File: src/rtl/tcap_pkg.sv
package tcap_pkg;
  typedef enum logic [1:0] {
    RATE_FALL  = 2'b00,
    RATE_RISE  = 2'b01,
    RATE_DIV_S = 2'b10,
    RATE_DIV_L = 2'b11
  } rate_e;

  localparam logic [1:0] CAP_GROUP = 2'b01;
endpackage

File: src/rtl/tcap_sync_edge.sv
module tcap_sync_edge #(
  parameter int STAGES = 2
) (
  input  logic clk_i,
  input  logic rst_ni,
  input  logic pin_i,
  output logic rise_o,
  output logic fall_o
);
  logic [STAGES-1:0] sync_q;
  logic              prev_q;

  generate
    if (STAGES == 1) begin : g_one
      always_ff @(posedge clk_i or negedge rst_ni) begin
        if (!rst_ni) sync_q <= '0;
        else         sync_q <= pin_i;
      end
    end else begin : g_many
      always_ff @(posedge clk_i or negedge rst_ni) begin
        if (!rst_ni) sync_q <= '0;
        else         sync_q <= {sync_q[STAGES-2:0], pin_i};
      end
    end
  endgenerate

  always_ff @(posedge clk_i or negedge rst_ni) begin
    if (!rst_ni) prev_q <= 1'b0;
    else         prev_q <= sync_q[STAGES-1];
  end

  assign rise_o =  sync_q[STAGES-1] & ~prev_q;
  assign fall_o = ~sync_q[STAGES-1] &  prev_q;

  // only one edge polarity per cycle
  a_r2_one_polarity: assert property (@(posedge clk_i) disable iff (!rst_ni)
    $onehot0({rise_o, fall_o}));
endmodule

File: src/rtl/tcap_prescaler.sv
module tcap_prescaler
  import tcap_pkg::*;
#(
  parameter int DIV_S = 4,
  parameter int DIV_L = 16
) (
  input  logic  clk_i,
  input  logic  rst_ni,
  input  logic  cap_en_i,
  input  rate_e rate_i,
  input  logic  rise_i,
  input  logic  fall_i,
  output logic  evt_o
);
  localparam int CNT_W = $clog2(DIV_L);
  localparam int S_W   = $clog2(DIV_S);

  logic [CNT_W-1:0] cnt_q;
  logic             edge_sel;
  logic             fire;

  always_comb begin
    edge_sel = (rate_i == RATE_FALL) ? fall_i : rise_i;
    unique case (rate_i)
      RATE_FALL,
      RATE_RISE:  fire = 1'b1;
      RATE_DIV_S: fire = &cnt_q[S_W-1:0];
      default:    fire = &cnt_q;
    endcase
  end

  // count survives direct changes between capture settings
  always_ff @(posedge clk_i or negedge rst_ni) begin
    if (!rst_ni)                  cnt_q <= '0;
    else if (!cap_en_i)           cnt_q <= '0;
    else if (edge_sel)            cnt_q <= cnt_q + CNT_W'(1);
  end

  assign evt_o = cap_en_i & edge_sel & fire;

  // events only in capture modes, counter cleared otherwise
  a_r8_evt_needs_mode: assert property (@(posedge clk_i) disable iff (!rst_ni)
    evt_o |-> cap_en_i);
  a_r8_cnt_cleared: assert property (@(posedge clk_i) disable iff (!rst_ni)
    !cap_en_i |=> (cnt_q == '0));
endmodule

File: src/rtl/tcap_latch.sv
module tcap_latch #(
  parameter int TW = 16
) (
  input  logic          clk_i,
  input  logic          rst_ni,
  input  logic          evt_i,
  input  logic          sel_i,
  input  logic [TW-1:0] tmr_a_i,
  input  logic [TW-1:0] tmr_b_i,
  input  logic          clr_i,
  output logic [TW-1:0] cap_o,
  output logic          flag_o
);
  logic [TW-1:0] src;

  assign src = sel_i ? tmr_b_i : tmr_a_i;

  always_ff @(posedge clk_i or negedge rst_ni) begin
    if (!rst_ni)    cap_o <= '0;
    else if (evt_i) cap_o <= src;
  end

  // event beats clear
  always_ff @(posedge clk_i or negedge rst_ni) begin
    if (!rst_ni)      flag_o <= 1'b0;
    else if (evt_i)   flag_o <= 1'b1;
    else if (clr_i)   flag_o <= 1'b0;
  end

  a_r6_loads_selected: assert property (@(posedge clk_i) disable iff (!rst_ni)
    evt_i |=> (cap_o == $past(sel_i ? tmr_b_i : tmr_a_i)));
  a_r7_flag_set: assert property (@(posedge clk_i) disable iff (!rst_ni)
    evt_i |=> flag_o);
  a_r7_flag_clear: assert property (@(posedge clk_i) disable iff (!rst_ni)
    (clr_i && !evt_i) |=> !flag_o);
  a_r8_cap_hold: assert property (@(posedge clk_i) disable iff (!rst_ni)
    !evt_i |=> $stable(cap_o));
endmodule

File: src/rtl/tcap_unit.sv
module tcap_unit
  import tcap_pkg::*;
#(
  parameter int TW          = 16,
  parameter int SYNC_STAGES = 2,
  parameter int DIV_S       = 4,
  parameter int DIV_L       = 16
) (
  input  logic          clk_i,
  input  logic          rst_ni,
  input  logic          pin_i,
  input  logic [TW-1:0] tmr_a_i,
  input  logic [TW-1:0] tmr_b_i,
  input  logic          tmr_sel_i,
  input  logic [3:0]    mode_i,
  input  logic          flag_clr_i,
  output logic [TW-1:0] cap_o,
  output logic          flag_o
);
  logic  rise, fall, evt, cap_en;
  rate_e rate;

  assign cap_en = (mode_i[3:2] == CAP_GROUP);
  assign rate   = rate_e'(mode_i[1:0]);

  tcap_sync_edge #(.STAGES(SYNC_STAGES)) u_sync (
    .clk_i  (clk_i),
    .rst_ni (rst_ni),
    .pin_i  (pin_i),
    .rise_o (rise),
    .fall_o (fall)
  );

  tcap_prescaler #(.DIV_S(DIV_S), .DIV_L(DIV_L)) u_pre (
    .clk_i    (clk_i),
    .rst_ni   (rst_ni),
    .cap_en_i (cap_en),
    .rate_i   (rate),
    .rise_i   (rise),
    .fall_i   (fall),
    .evt_o    (evt)
  );

  tcap_latch #(.TW(TW)) u_latch (
    .clk_i   (clk_i),
    .rst_ni  (rst_ni),
    .evt_i   (evt),
    .sel_i   (tmr_sel_i),
    .tmr_a_i (tmr_a_i),
    .tmr_b_i (tmr_b_i),
    .clr_i   (flag_clr_i),
    .cap_o   (cap_o),
    .flag_o  (flag_o)
  );

  // quiet after reset
  a_r1_reset_quiet: assert property (@(posedge clk_i)
    $rose(rst_ni) |-> (!flag_o && cap_o == '0));
endmodule

File: config.mk
export PLATFORM = sky130hd
export DESIGN_NAME = tcap_unit
export DESIGN_NICKNAME = d
export VERILOG_FILES = /design/src/rtl/tcap_pkg.sv /design/src/rtl/tcap_sync_edge.sv /design/src/rtl/tcap_prescaler.sv /design/src/rtl/tcap_latch.sv /design/src/rtl/tcap_unit.sv
export SDC_FILE = /design/constraint.sdc
export NUM_CORES = 1
export LEC_CHECK = 0
export BUFFER_PORTS_ARGS = -buffer_cell sky130_fd_sc_hd__buf_2
export CORE_ASPECT_RATIO = 0.6
export CORE_MARGIN = 2
export CORE_UTILIZATION = 40
export DETAILED_ROUTE_END_ITERATION = 6
export HOLD_SLACK_MARGIN = 0.06
export PLACE_DENSITY = 0.74
export SLEW_MARGIN = 40
export SYNTH_ARGS = -nofsm -noshare
export SYNTH_HDL_FRONTEND = slang
export SYNTH_SLANG_ARGS = --single-unit
export TNS_END_PERCENT = 1
File: constraint.sdc
create_clock -name clk_i -period 3.45 [get_ports clk_i]
set_clock_uncertainty 0.1 [all_clocks]
set_input_delay 0 -clock clk_i [delete_from_list [all_inputs] [get_ports clk_i]]
set_output_delay 0 -clock clk_i [all_outputs]
set_load 0.02 [all_outputs]
=== Word level (Yosys, flattened, before mapping) ===
Index checks and enable logic that the tools add are counted.

* Register bits: 24
* Bits of input ports: 41

* Add/subtract/negate cells: 1
* Eq/ne operators: 4
* Mux-type cells: 7
* Bitwise gates (word level): 6
* Reduce and logical (&&, ||, !) cells: 5

{| class="wikitable"
|+ Operator list
! operator !! number
|-
| 2-to-1 mux 16 bit || 1
|-
| 2-to-1 mux 4 bit || 2
|-
| adder 4 x 1 -> 4 bit, second input constant || 1
|-
| AND 1 bit || 4
|-
| equality test 2 x 1 -> 1 bit, second input constant || 2
|-
| AND reduction 4 bit || 1
|-
| 2-to-1 mux 1 bit || 3
|-
| equality test 2 bit, second input constant || 1
|-
| logical NOT 2 bit || 1
|-
| != test 2 bit, second input constant || 1
|-
| inverter 1 bit || 2
|-
| one-hot mux 1 bit (2 select lines) || 1
|-
| AND reduction 2 bit || 1
|-
| nonzero test 2 bit || 1
|-
| OR reduction 2 bit || 1
|}

=== Depth between registers and ports, before layout ===
Gate-level depths: netlist (run 1).

* Word-level depth: 6
* Gate-level depth with buffers: 7
* Gate-level depth less buffers: 5

=== Cells and area by module ===
A second synthesis (run 1) with hierarchy kept.

* Cells, all modules: 107
* Area total of the unflattened synthesis: 1143.6 sq um

{| class="wikitable"
|+ By module, submodules not included
! module !! instances !! cells each !! area an instance (sq um) !! sequential area each (sq um)
|-
| tcap_latch || 1 || 73 || 787.0 || 425.4
|-
| tcap_prescaler || 1 || 28 || 252.7 || 100.1
|-
| tcap_sync_edge || 1 || 5 || 90.1 || 75.1
|-
| tcap_unit || 1 || 1 || 13.8 || 0.0
|}

=== Worst setup path before layout (run 1) ===
No wires, ideal clock.

* Kind: flip-flop to flip-flop
* Start: register u_sync.sync_q[1]
* End: register u_latch.cap_o[10]
* Setup time: 125 ps
* Arrival: 1780 ps
* Slack: 1445 ps
* Stages on the path, launching flop included: 7
* Buffers on the path: 2
* Path through: dfrtp_1 -> nand2b_1 -> o32a_4 -> or3b_1 -> buf_6 -> buf_6 -> mux2_4

* Longest elaborated chain between the ends: 5

{| class="wikitable"
|+ Ends and longest elaborated chain
! element !! RTL line !! source
|-
| start, declared || tcap_sync_edge.sv:10 || <nowiki>logic [STAGES-1:0] sync_q;</nowiki>
|-
| start signal, assigned || tcap_sync_edge.sv:22 || <nowiki>else sync_q <= {sync_q[STAGES-2:0], pin_i};</nowiki>
|-
| inverter 1 bit || tcap_sync_edge.sv:33 || <nowiki>assign fall_o = ~sync_q[STAGES-1] & prev_q;</nowiki>
|-
| AND 1 bit || tcap_sync_edge.sv:33 ||
|-
| 2-to-1 mux 1 bit * || tcap_prescaler.sv:23 || <nowiki>edge_sel = (rate_i == RATE_FALL) ? fall_i : rise_i;</nowiki>
|-
| AND 1 bit * (2 in series) || tcap_prescaler.sv:39 || <nowiki>assign evt_o = cap_en_i & edge_sel & fire;</nowiki>
|-
| end signal, assigned || tcap_latch.sv:20 || <nowiki>else if (evt_i) cap_o <= src;</nowiki>
|-
| end, declared || tcap_latch.sv:11 || <nowiki>output logic [TW-1:0] cap_o,</nowiki>
|}

Mark *: on every way between the ends. The rest lies on a longest branch, timed or not.
A chain may end at the register's enable or synchronous reset.

=== Final worst setup path (run 1) ===
* Start: register u_sync.sync_q[1]
* End: register u_latch.cap_o[1]

Same word-level chain as after synthesis.

==> run summary, run 1 <==
Final WL = 2.906 mm
Leakage = 0.9535 nW
Syn_area_per_cell = 14.33 um2
FF+latch area = 600.6 um2
Worst hold path class = in -> reg
Antenna cells = 0
Initial DRC count = 40
DRC viols = 0
Worst path slowest cell = or3b_2
Synth Area in Adders = 1.065%
CTS tree = built
Synth cell count leaders = dfrtp_1 (24), mux2_2 (16), mux2_4 (9), mux2_1 (7), o21ai_1 (4)
TNS Setup = 0 ns
Simple-Gate Fraction of Synth Area = 3.940%
Placer Congestion = 0.6777
Number of global-route vias before repair = 996
Global-route wire length before repair = 4.443 mm
Initial Util = 41.46%
Core Region = 2834 um2
Min Tclk post-route = 2.222 ns
Critical Path Max Stage Delay = 0.72 ns
Total GRT Usage = 18.37%
Vias = 996
Tot Pwr = 0.8991 mW
Post-synthesis async set-or-reset flop share = 100.0%
Outcome = completed
Least-Margin Pin Slew = 0.5652 ns
Top post-synthesis cells by area = dfrtp_1 (51%), mux2_2 (15%), mux2_4 (12%)
Post-DRT Antenna Nets = 0
F_max = 0.4500 GHz
Die X = 73.97 um
Post-Syn Instances = 82
Post-synth top area share = 51.12%
Final WS setup = 1.228 ns
Htree depth = 1
Top-count cell post-synth = dfrtp_1
Top delay family on crit path = simple AND/OR/NAND/NOR gates
Critical path endpoint category = flip-flop
Global route total overflow = 0
I/O pin count = 58
Synth cell types = 20
Post-layout util = 67.90%
Final worst path period share = 64.41%
Yosys reg bits = 24
Rel. slew slack = 62.32%
Placement Rows = 15
Die area = 3401 um2
Top_reg_cell synth = dfrtp_1
Largest family of logic cells by synthesized area = multiplexers
I/O Buffers = 57
Largest net degree at the start of global routing = 25
Max IR drop VDD = 0.0002329 V
CP Cell Sequence = nand2b_1 > o32a_4 > or3b_2 > mux2_1
Area share of xor/xnor cells in the synthesized design = 0.7455%
Layout cells sized above 1 = 50.00%
Routed WL per cell = 13.33 um
Clock buffer depth = 2
Multi-input combinational cell area = 536.8 um2
Warnings from Yosys = 0
Vias per inst = 4.569
Number of flops mapped to enable cells by yosys = 0
Post-synthesis cell type with the largest combined area = dfrtp_1
Seq/Total Area, Yosys = 51.12%
Antenna violations before repair = 0
Post-synthesis mux area share = 34.40%
CTS clk-pin slew, worst paths = 0.09 ns
Worst-path fanout max = 17
Clk Tree Root Cell = clkbuf_8
Compound-Gate Fraction of Synth Area = 5.538%
Post-synthesis cell area = 1175 um2
Buf+Inv Stages, Crit Path = 0
Final hold violation count = 0
# Max-Cap Violations = 0
Setup CP Type = reg -> reg
Power Density = 467.2 nW/um2
Skew-Pair Late Insertion Delay = 0.27 ns
Dpl ws = 1.134 ns
CP arrival = 2.28 ns
Die Ht = 45.98 um
Sink Count = 24
Worst Path Required = 3.51 ns
CP startpoint kind = flip-flop
Post-synthesis to final-layout area growth = 63.79%
DP Wirelength = 1.747 mm
Filler instances = 213
Nets = 219
TritonRoute pass-1 iters = 4
Inserted Clock Buffers = 3
RSZ-0062 raised after global routing = no
Syn nets = 124
Max-slew violations = 0
Setup-violating endpoint count in the final report = 0
CTS resizes = 0
-- worst paths after layout --
kind / startpoint / end / slack (ns) / depth (start not counted)
min: mode_i[1] / u_pre.cnt_q[0]$_DFFE_PN0P_ / 0.11 / 4
min reg2reg: u_sync.sync_q[0]$_DFF_PN0_ / u_sync.sync_q[1]$_DFF_PN0_ / 0.27 / 0
min in group asynchronous: rst_ni / u_latch.cap_o[3]$_DFFE_PN0P_ / 0.15 / 2
max in group asynchronous: rst_ni / u_sync.prev_q$_DFF_PN0_ / 2.73 / 2
max reg2reg: u_sync.sync_q[1]$_DFF_PN0_ / u_latch.cap_o[1]$_DFFE_PN0P_ / 1.23 / 4
max: u_sync.sync_q[1]$_DFF_PN0_ / u_latch.cap_o[1]$_DFFE_PN0P_ / 1.23 / 4
-- per-stage QoR --
stage                     hold WS (ns)  instance area [um2]  instances
after global placement         -0.1002                 1483        177
final                           0.1138                 1924        218
after detailed placement      -0.08458                 1483        177
after CTS                       0.1156                 1924        218
after global routing            0.1630                 1924        218
after floorplan                -0.3956                 1175         82
-- kinds of logic (layout without fill, tap and decap cells) --
logic type,after synthesis,after routing
muxes,33,33
xor gates and xnor gates,1,1
AOI/OAI and AO/OA,9,9
DFF,24,24
adders and majority gates,1,1
buffers and inverters,6,100
and+or+nand+nor,8,8
-- area by class of cell --
| class | count | area share, % |
|---|---|---|
| clock inverters | 1 | 1.560 |
| repair buffers | 94 | 34.07 |
| multi-input cells | 52 | 27.89 |
| clock buffers | 3 | 2.146 |
| well taps | 42 | 2.731 |
| flip-flops and latches | 24 | 31.21 |
| inverters | 2 | 0.3901 |
-- tightest hold or removal path, cell delays in order --
cell and delay, ns:
buf_2 0.11, o32a_4 0.20, xor2_1 0.06, nor2_1 0.08
-- routing by layer --
layer	wire length [um]	GRT usage (%)	vias up
met5	0	0	-
met4	42	6.545	0
met3	169	6.195	7
met2	1507	33.39	34
met1	1187	20.44	475
li1	-	-	480
-- cells in the final DEF (no fill, tap or decap), types with 2 or more instances in the layout --
master         instances
nor2_1                 2
or3_1                  2
dfrtp_1               24
buf_2                 57
mux2_1                 7
o21ai_1                4
clkbuf_8               3
inv_1                  2
nand2b_1               2
mux2_2                16
mux2_4                 9
a21oi_1                2
dlygate4sd3_1         37
-- state kept, by name (all words and copies together), names as in the netlist --
| signal | count |
|---|---|
| u_latch.flag_o | 1 |
| u_sync.sync_q | 2 |
| u_sync.prev_q | 1 |
| u_latch.cap_o | 16 |
| u_pre.cnt_q | 4 |
-- timing repair --
item / in CTS / in global routing
setup buffers: 0 / 0
hold buffers: 37 / 0
endpoints found under the hold margin: 46 / 0
-- power by group --
part	switching [mW]	total (mW)	internal, mW
Sequential	0.0284	0.365	0.337
Combinational	0.134	0.287	0.153
Clock	0.0918	0.247	0.155
Total	0.255	0.899	0.644
Power figures use the tool's default switching activity.
==> inputs of run 2 (changes only) <==
Settings changed: PLACE_DENSITY 0.74 to 0.77.
Clock period 3.45 ns to 2 ns, I/O delays scaled along.
==> run summary, run 2 (synthesis results as in run 1) <==
Placement Rows = 15 (unchanged)
Number of flip-flops under the largest register name = 16 (unchanged)
Top flop regs = u_latch.cap_o x16, u_pre.cnt_q x4, u_sync.sync_q x2
Initial Util = 41.46% (unchanged)
Total GRT Usage = 18.85% (+0.48 points)
I/O pin count = 58 (unchanged)
Tot Pwr = 1.495 mW (+66%)
Clk Tree Root Cell = clkbuf_8
# Max-Cap Violations = 0 (unchanged)
Antenna cells = 0 (unchanged)
Post-CTS Setup Bufs = 0 (unchanged)
Worst Path Required = 2.06 ns (-1.45 ns)
Hold Slack = 0.1360 ns (+0.02224 ns)
DRC viols = 0 (unchanged)
Worst hold path class = in -> async
Htree depth = 1 (unchanged)
Min Tclk post-route = 1.989 ns (-0.2326 ns)
Core Region = 2834 um2 (unchanged)
Setup CP Type = reg -> reg
Skew-Pair Late Insertion Delay = 0.27 ns (about the same)
Combinational share of power = 35.4% (+3.5 points)
Final Cell Area = 1986 um2 (+3.2%)
Sw Ratio = 30.17% (+1.8 points)
Vias = 1037 (+4.1%)
TritonRoute pass-1 iters = 4 (unchanged)
DP Wirelength = 1.928 mm (+10%)
RSZ-0062 raised after global routing = yes
Inserted Clock Buffers = 3 (unchanged)
Least-Margin Pin Slew = 0.5431 ns (-0.02205 ns)
Seq pwr share = 42.6% (+2.0 points)
P_int = 1.044 mW (+62%)
Final WS setup = 0.01054 ns (-1.217 ns)
Placed Area = 1510 um2 (+1.9%)
Sink Count = 24 (unchanged)
Routed WL per cell = 14.95 um (+12%)
DP Cell Count = 179 (+1.1%)
Post-synthesis to final-layout area growth = 69.01%
Setup-violating endpoint count in the final report = 0 (unchanged)
CP arrival = 2.05 ns (-0.23 ns)
Initial DRC count = 52 (+30%)
Final hold violation count = 0 (unchanged)
Largest register by flop count = u_latch.cap_o
CP startpoint kind = flip-flop
P_sw = 0.4511 mW (+77%)
Worst-path fanout max = 8 (-9)
Leakage = 1.002 nW (+5.1%)
I/O Buffers = 57 (unchanged)
RR Startpoint = u_sync.sync_q[1]$_DFF_PN0_
Vias per inst = 4.692 (+2.7%)
TNS Setup = 0 ns (unchanged)
Post-layout util = 70.07% (+2.2 points)
Die X = 73.97 um (unchanged)
Antenna violations before repair = 0 (unchanged)
Outcome = completed
Most common cell after layout, fill and taps aside = buf_2
Number of global-route vias before repair = 1067 (+7.1%)
Layout cells sized above 1 = 53.63% (+3.6 points)
R2R Setup Slk = 0.01 ns (-1.22 ns)
Critical path endpoint category = flip-flop
End of the critical path = u_latch.cap_o[5]$_DFFE_PN0P_
Max IR drop VDD = 0.0004332 V (+86%)
Max-slew violations = 0 (unchanged)
F_max = 0.5026 GHz (+12%)
Largest net degree at the start of global routing = 25 (unchanged)
Power Density = 752.9 nW/um2 (+61%)
Global route total overflow = 0 (unchanged)
Clock power share = 22.0% (-5.5 points)
Dpl ws = 0.01805 ns (-1.116 ns)
Nets = 222 (+1.4%)
Die Ht = 45.98 um (unchanged)
Count of non-filler cells in the finished layout = 221 (+1.4%)
Final worst path period share = 99.47% (+35 points)
Global-route wire length before repair = 4.616 mm (+3.9%)
Post-DRT Antenna Nets = 0 (unchanged)
R2r endpoint = u_latch.cap_o[5]$_DFFE_PN0P_
CTS clk-pin slew, worst paths = 0.08 ns (about the same)
Clock buffer depth = 2 (unchanged)
Most frequent cells in the layout = buf_2 (57), dlygate4sd3_1 (37), dfrtp_1 (24), mux2_2 (16), mux2_4 (13)
Rel. slew slack = 63.79% (+1.5 points)
CTS tree = built
Final WL = 3.305 mm (+14%)
Placer Congestion = 0.6826 (+0.72%)
Die area = 3401 um2 (unchanged)
CP Launch Point = u_sync.sync_q[1]$_DFF_PN0_
Reg2reg path depth = 5 (+1)
==> run 2: cell types whose count changed in the layout (fill, tap and decap cells not counted) <==
cell and delta:
clkbuf_8 +1, buf_12 +1, nand2b_4 +1, or3b_2 -1
bufinv_16 -1, mux2_1 -4, clkbuf_16 +1, buf_4 +1
or3b_4 +1, nand2b_1 -1, mux2_4 +4
==> run 2: worst max-delay path: stages (launching register included) <==
cell and delay [ns]:
dfrtp_1 0.40, nand2b_4 0.14, o32a_4 0.31, or3b_4 0.44, clkbuf_16 0.19, mux2_4 0.30
==> run 2: how the worst min path moves through the flow <==
stage | start | to | slack [ns]
4_1_cts | rst_ni | u_latch.cap_o[6]$_DFFE_PN0P_ | 0.16
2_1_floorplan | rst_ni | u_latch.cap_o[0]$_DFFE_PN0P_ | -0.40
3_5_place_dp | rst_ni | u_latch.cap_o[6]$_DFFE_PN0P_ | -0.09
3_3_place_gp | rst_ni | u_latch.cap_o[6]$_DFFE_PN0P_ | -0.11
5_1_grt | rst_ni | u_latch.cap_o[15]$_DFFE_PN0P_ | 0.19
6_report | rst_ni | u_latch.cap_o[6]$_DFFE_PN0P_ | 0.14
==> run 2: power groups by stage <==
stage	sequential, mW	combinational [mW]	clock (mW)
2_1_floorplan	0.754	0.148	0
3_3_place_gp	0.636	0.420	0
3_5_place_dp	0.646	0.434	0
4_1_cts	0.636	0.502	0.333
5_1_grt	0.647	0.563	0.349
6_report	0.637	0.530	0.329
==> run 2: what timing repair did <==
item	CTS	global route
hold buffers	37	0
hold endpoints to repair	46	0
endpoints found under the setup margin	0	14
gates resized for setup	0	6
==> run 2: area by class of cell <==
class	instances	area (um2)
Fill cell	202	848.3
Timing Repair Buffer	97	708.2
Sequential cell	24	600.6
Multi-Input combinational cell	52	561.8
Clock buffer	4	55.05
Tap cell	42	52.55
Inverter	2	7.507
==> run 2: layer usage <==
metal	wire [um]	vias to the layer above	track usage, %
met5	0	-	0
met4	78	0	8.364
met3	160	10	4.867
met2	1758	44	37.86
met1	1307	495	18.51
li1	-	488	-
==> inputs of run 3 (changes only) <==
Settings changed: BUFFER_PORTS_ARGS -buffer_cell sky130_fd_sc_hd__buf_2 to -buffer_cell sky130_fd_sc_hd__buf_4.
==> run summary, run 3 (synthesis results as in run 1) <==
Rel. slew slack = 80.04% (+16 points)
DRC viols = 0 (unchanged)
Final WS setup = 0.04584 ns (+0.03530 ns)
Clock power share = 18.2% (-3.8 points)
Die X = 73.97 um (unchanged)
Most common cell after layout, fill and taps aside = buf_4
Min Tclk post-route = 1.954 ns (-0.03530 ns)
Post-DRT Antenna Nets = 0 (unchanged)
Worst hold path class = in -> async
Final worst path period share = 97.71% (-1.8 points)
Placer Congestion = 0.6944 (+1.7%)
Htree depth = 1 (unchanged)
F_max = 0.5117 GHz (+1.8%)
Multi-input combinational cell area = 539.3 um2 (-4.0%)
Global route total overflow = 0 (unchanged)
Clock buffer depth = 2 (unchanged)
Sink Count = 24 (unchanged)
P_int = 1.055 mW (+1.1%)
Critical path endpoint category = flip-flop
Leakage = 1.000 nW (-0.13%)
Largest net degree at the start of global routing = 25 (unchanged)
Outcome = completed
CP startpoint kind = flip-flop
Most frequent cells in the layout = buf_4 (58), dlygate4sd3_1 (37), dfrtp_1 (24), mux2_2 (16), mux2_4 (9)
Count of non-filler cells in the finished layout = 219 (-0.90%)
Combinational share of power = 39.0% (+3.6 points)
Final hold violation count = 0 (unchanged)
RSZ-0062 raised after global routing = no
Max IR drop VDD = 0.0004837 V (+12%)
Skew-Pair Late Insertion Delay = 0.26 ns (about the same)
CP Cell Sequence = nand2b_1 > o32a_4 > or3b_4 > buf_12 > mux2_1
Antenna cells = 0 (unchanged)
Final WL = 3.254 mm (-1.5%)
Placement Rows = 15 (unchanged)
Inserted Clock Buffers = 3 (unchanged)
CP arrival = 2.00 ns (-0.05 ns)
Hold Slack = 0.05746 ns (-0.07854 ns)
# Max-Cap Violations = 0 (unchanged)
Critical Path Max Stage Delay = 0.40 ns (-0.04 ns)
P_sw = 0.4367 mW (-3.2%)
GRT Max-Usage Layer = met2
Total GRT Usage = 19.63% (+0.78 points)
Worst-path fanout max = 17 (+9)
Die Ht = 45.98 um (unchanged)
Setup-violating endpoint count in the final report = 0 (unchanged)
I/O Buffers = 57 (unchanged)
TNS Setup = 0 ns (unchanged)
Global-route wire length before repair = 4.664 mm (+1.0%)
Filler instances = 195 (-3.5%)
Worst path slowest cell = dfrtp_1
Initial Util = 41.46% (unchanged)
Initial DRC count = 23 (-56%)
Power Density = 721.8 nW/um2 (-4.1%)
Antenna violations before repair = 0 (unchanged)
FF+latch area = 600.6 um2 (unchanged)
Number of global-route vias before repair = 983 (-7.9%)
Top flop regs = u_latch.cap_o x16, u_pre.cnt_q x4, u_sync.sync_q x2
Dpl ws = 0.02312 ns (+0.005072 ns)
Max-slew violations = 0 (unchanged)
TritonRoute pass-1 iters = 4 (unchanged)
Routed WL per cell = 14.86 um (-0.64%)
Grt met3 use = 4.867% (unchanged)
Met1 Usage GRT = 21.16% (+2.7 points)
Sw Ratio = 29.27% (-0.90 points)
Layout cells sized above 1 = 50.28% (-3.3 points)
CTS clk-pin slew, worst paths = 0.08 ns (about the same)
Seq pwr share = 42.8% (+0.2 points)
Grt met2 use = 39.29% (+1.4 points)
Die area = 3401 um2 (unchanged)
DP Wirelength = 1.907 mm (-1.1%)
Post-synthesis to final-layout area growth = 75.93%
CTS tree = built
Vias per inst = 4.662 (-0.64%)
Largest register by flop count = u_latch.cap_o
Clk Tree Root Cell = clkbuf_8
DP Cell Count = 179 (unchanged)
I/O pin count = 58 (unchanged)
Setup CP Type = reg -> reg
Worst Path Required = 2.05 ns (about the same)
Core Region = 2834 um2 (unchanged)
Nets = 221 (-0.45%)
Least-Margin Pin Slew = 0.2994 ns (-0.2437 ns)
Vias = 1021 (-1.5%)
Number of flip-flops under the largest register name = 16 (unchanged)
[run 3: cell types whose count changed in the layout (fill, tap and decap cells not counted), sizes merged]
| cell | before | now |
|---|---|---|
| clkbuf | 5 | 3 |
[run 3: critical path: cells and delay by family, from the launching register on]
kind,cells,cell delay (ns)
muxes,1,0.31
and+or+nand+nor,2,0.55
buffers and inverters,1,0.17
DFF,1,0.40
AOI/OAI and AO/OA,1,0.31
[run 3: stage by stage]
stage / area, um2 / utilization, % / power (mW)
floorplan: 1175 / - / 0.9021
finish: 2067 / 72.94 / 1.492
global route: 2067 / 72.94 / 1.572
CTS: 2064 / 72.85 / 1.491
global placement: 1653 / 58.32 / 1.139
detailed placement: 1653 / 58.32 / 1.155
[run 3: timing repair]
item                                    in CTS  in global routing
hold endpoints to repair                    46                  0
hold buffers                                37                  0
setup buffers                                0                  0
gates resized for setup                      0                  1
endpoints found under the setup margin       0                  8
[run 3: power by group through the flow]
stage	logic, mW	clock network (mW)	registers, mW
after CTS	0.577	0.277	0.636
after floorplan	0.148	0	0.754
after global placement	0.498	0	0.641
after global routing	0.613	0.309	0.650
after detailed placement	0.508	0	0.647
final	0.581	0.271	0.639
[run 3: final cells by class]
cell class | count | share of cell area (%)
clock buffers | 3 | 1.998
inverters | 2 | 0.3632
well taps | 42 | 2.542
repair buffers | 96 | 39.95
flip-flops and latches | 24 | 29.06
multi-input cells | 52 | 26.09
[run 3: path summary, 6_finish.rpt]
path	start	end	slack, ns	cells after the start
hold reg to reg	u_sync.sync_q[0]$_DFF_PN0_	u_sync.sync_q[1]$_DFF_PN0_	0.26	0
min in group clk_i	mode_i[1]	u_pre.cnt_q[1]$_DFFE_PN0P_	0.21	5
setup / recovery	u_sync.sync_q[1]$_DFF_PN0_	u_latch.cap_o[3]$_DFFE_PN0P_	0.05	5
max in group asynchronous	rst_ni	u_sync.prev_q$_DFF_PN0_	1.50	2
hold / removal	rst_ni	u_latch.cap_o[6]$_DFFE_PN0P_	0.06	2
setup reg to reg	u_sync.sync_q[1]$_DFF_PN0_	u_latch.cap_o[3]$_DFFE_PN0P_	0.05	5
[run 3: routing by layer]
layer,part of all wire [%],vias up,wire [um]
li1,-,485,-
met1,39,497,1253
met2,56,34,1823
met3,4.5,5,147
met4,0.89,0,29
met5,0,-,0
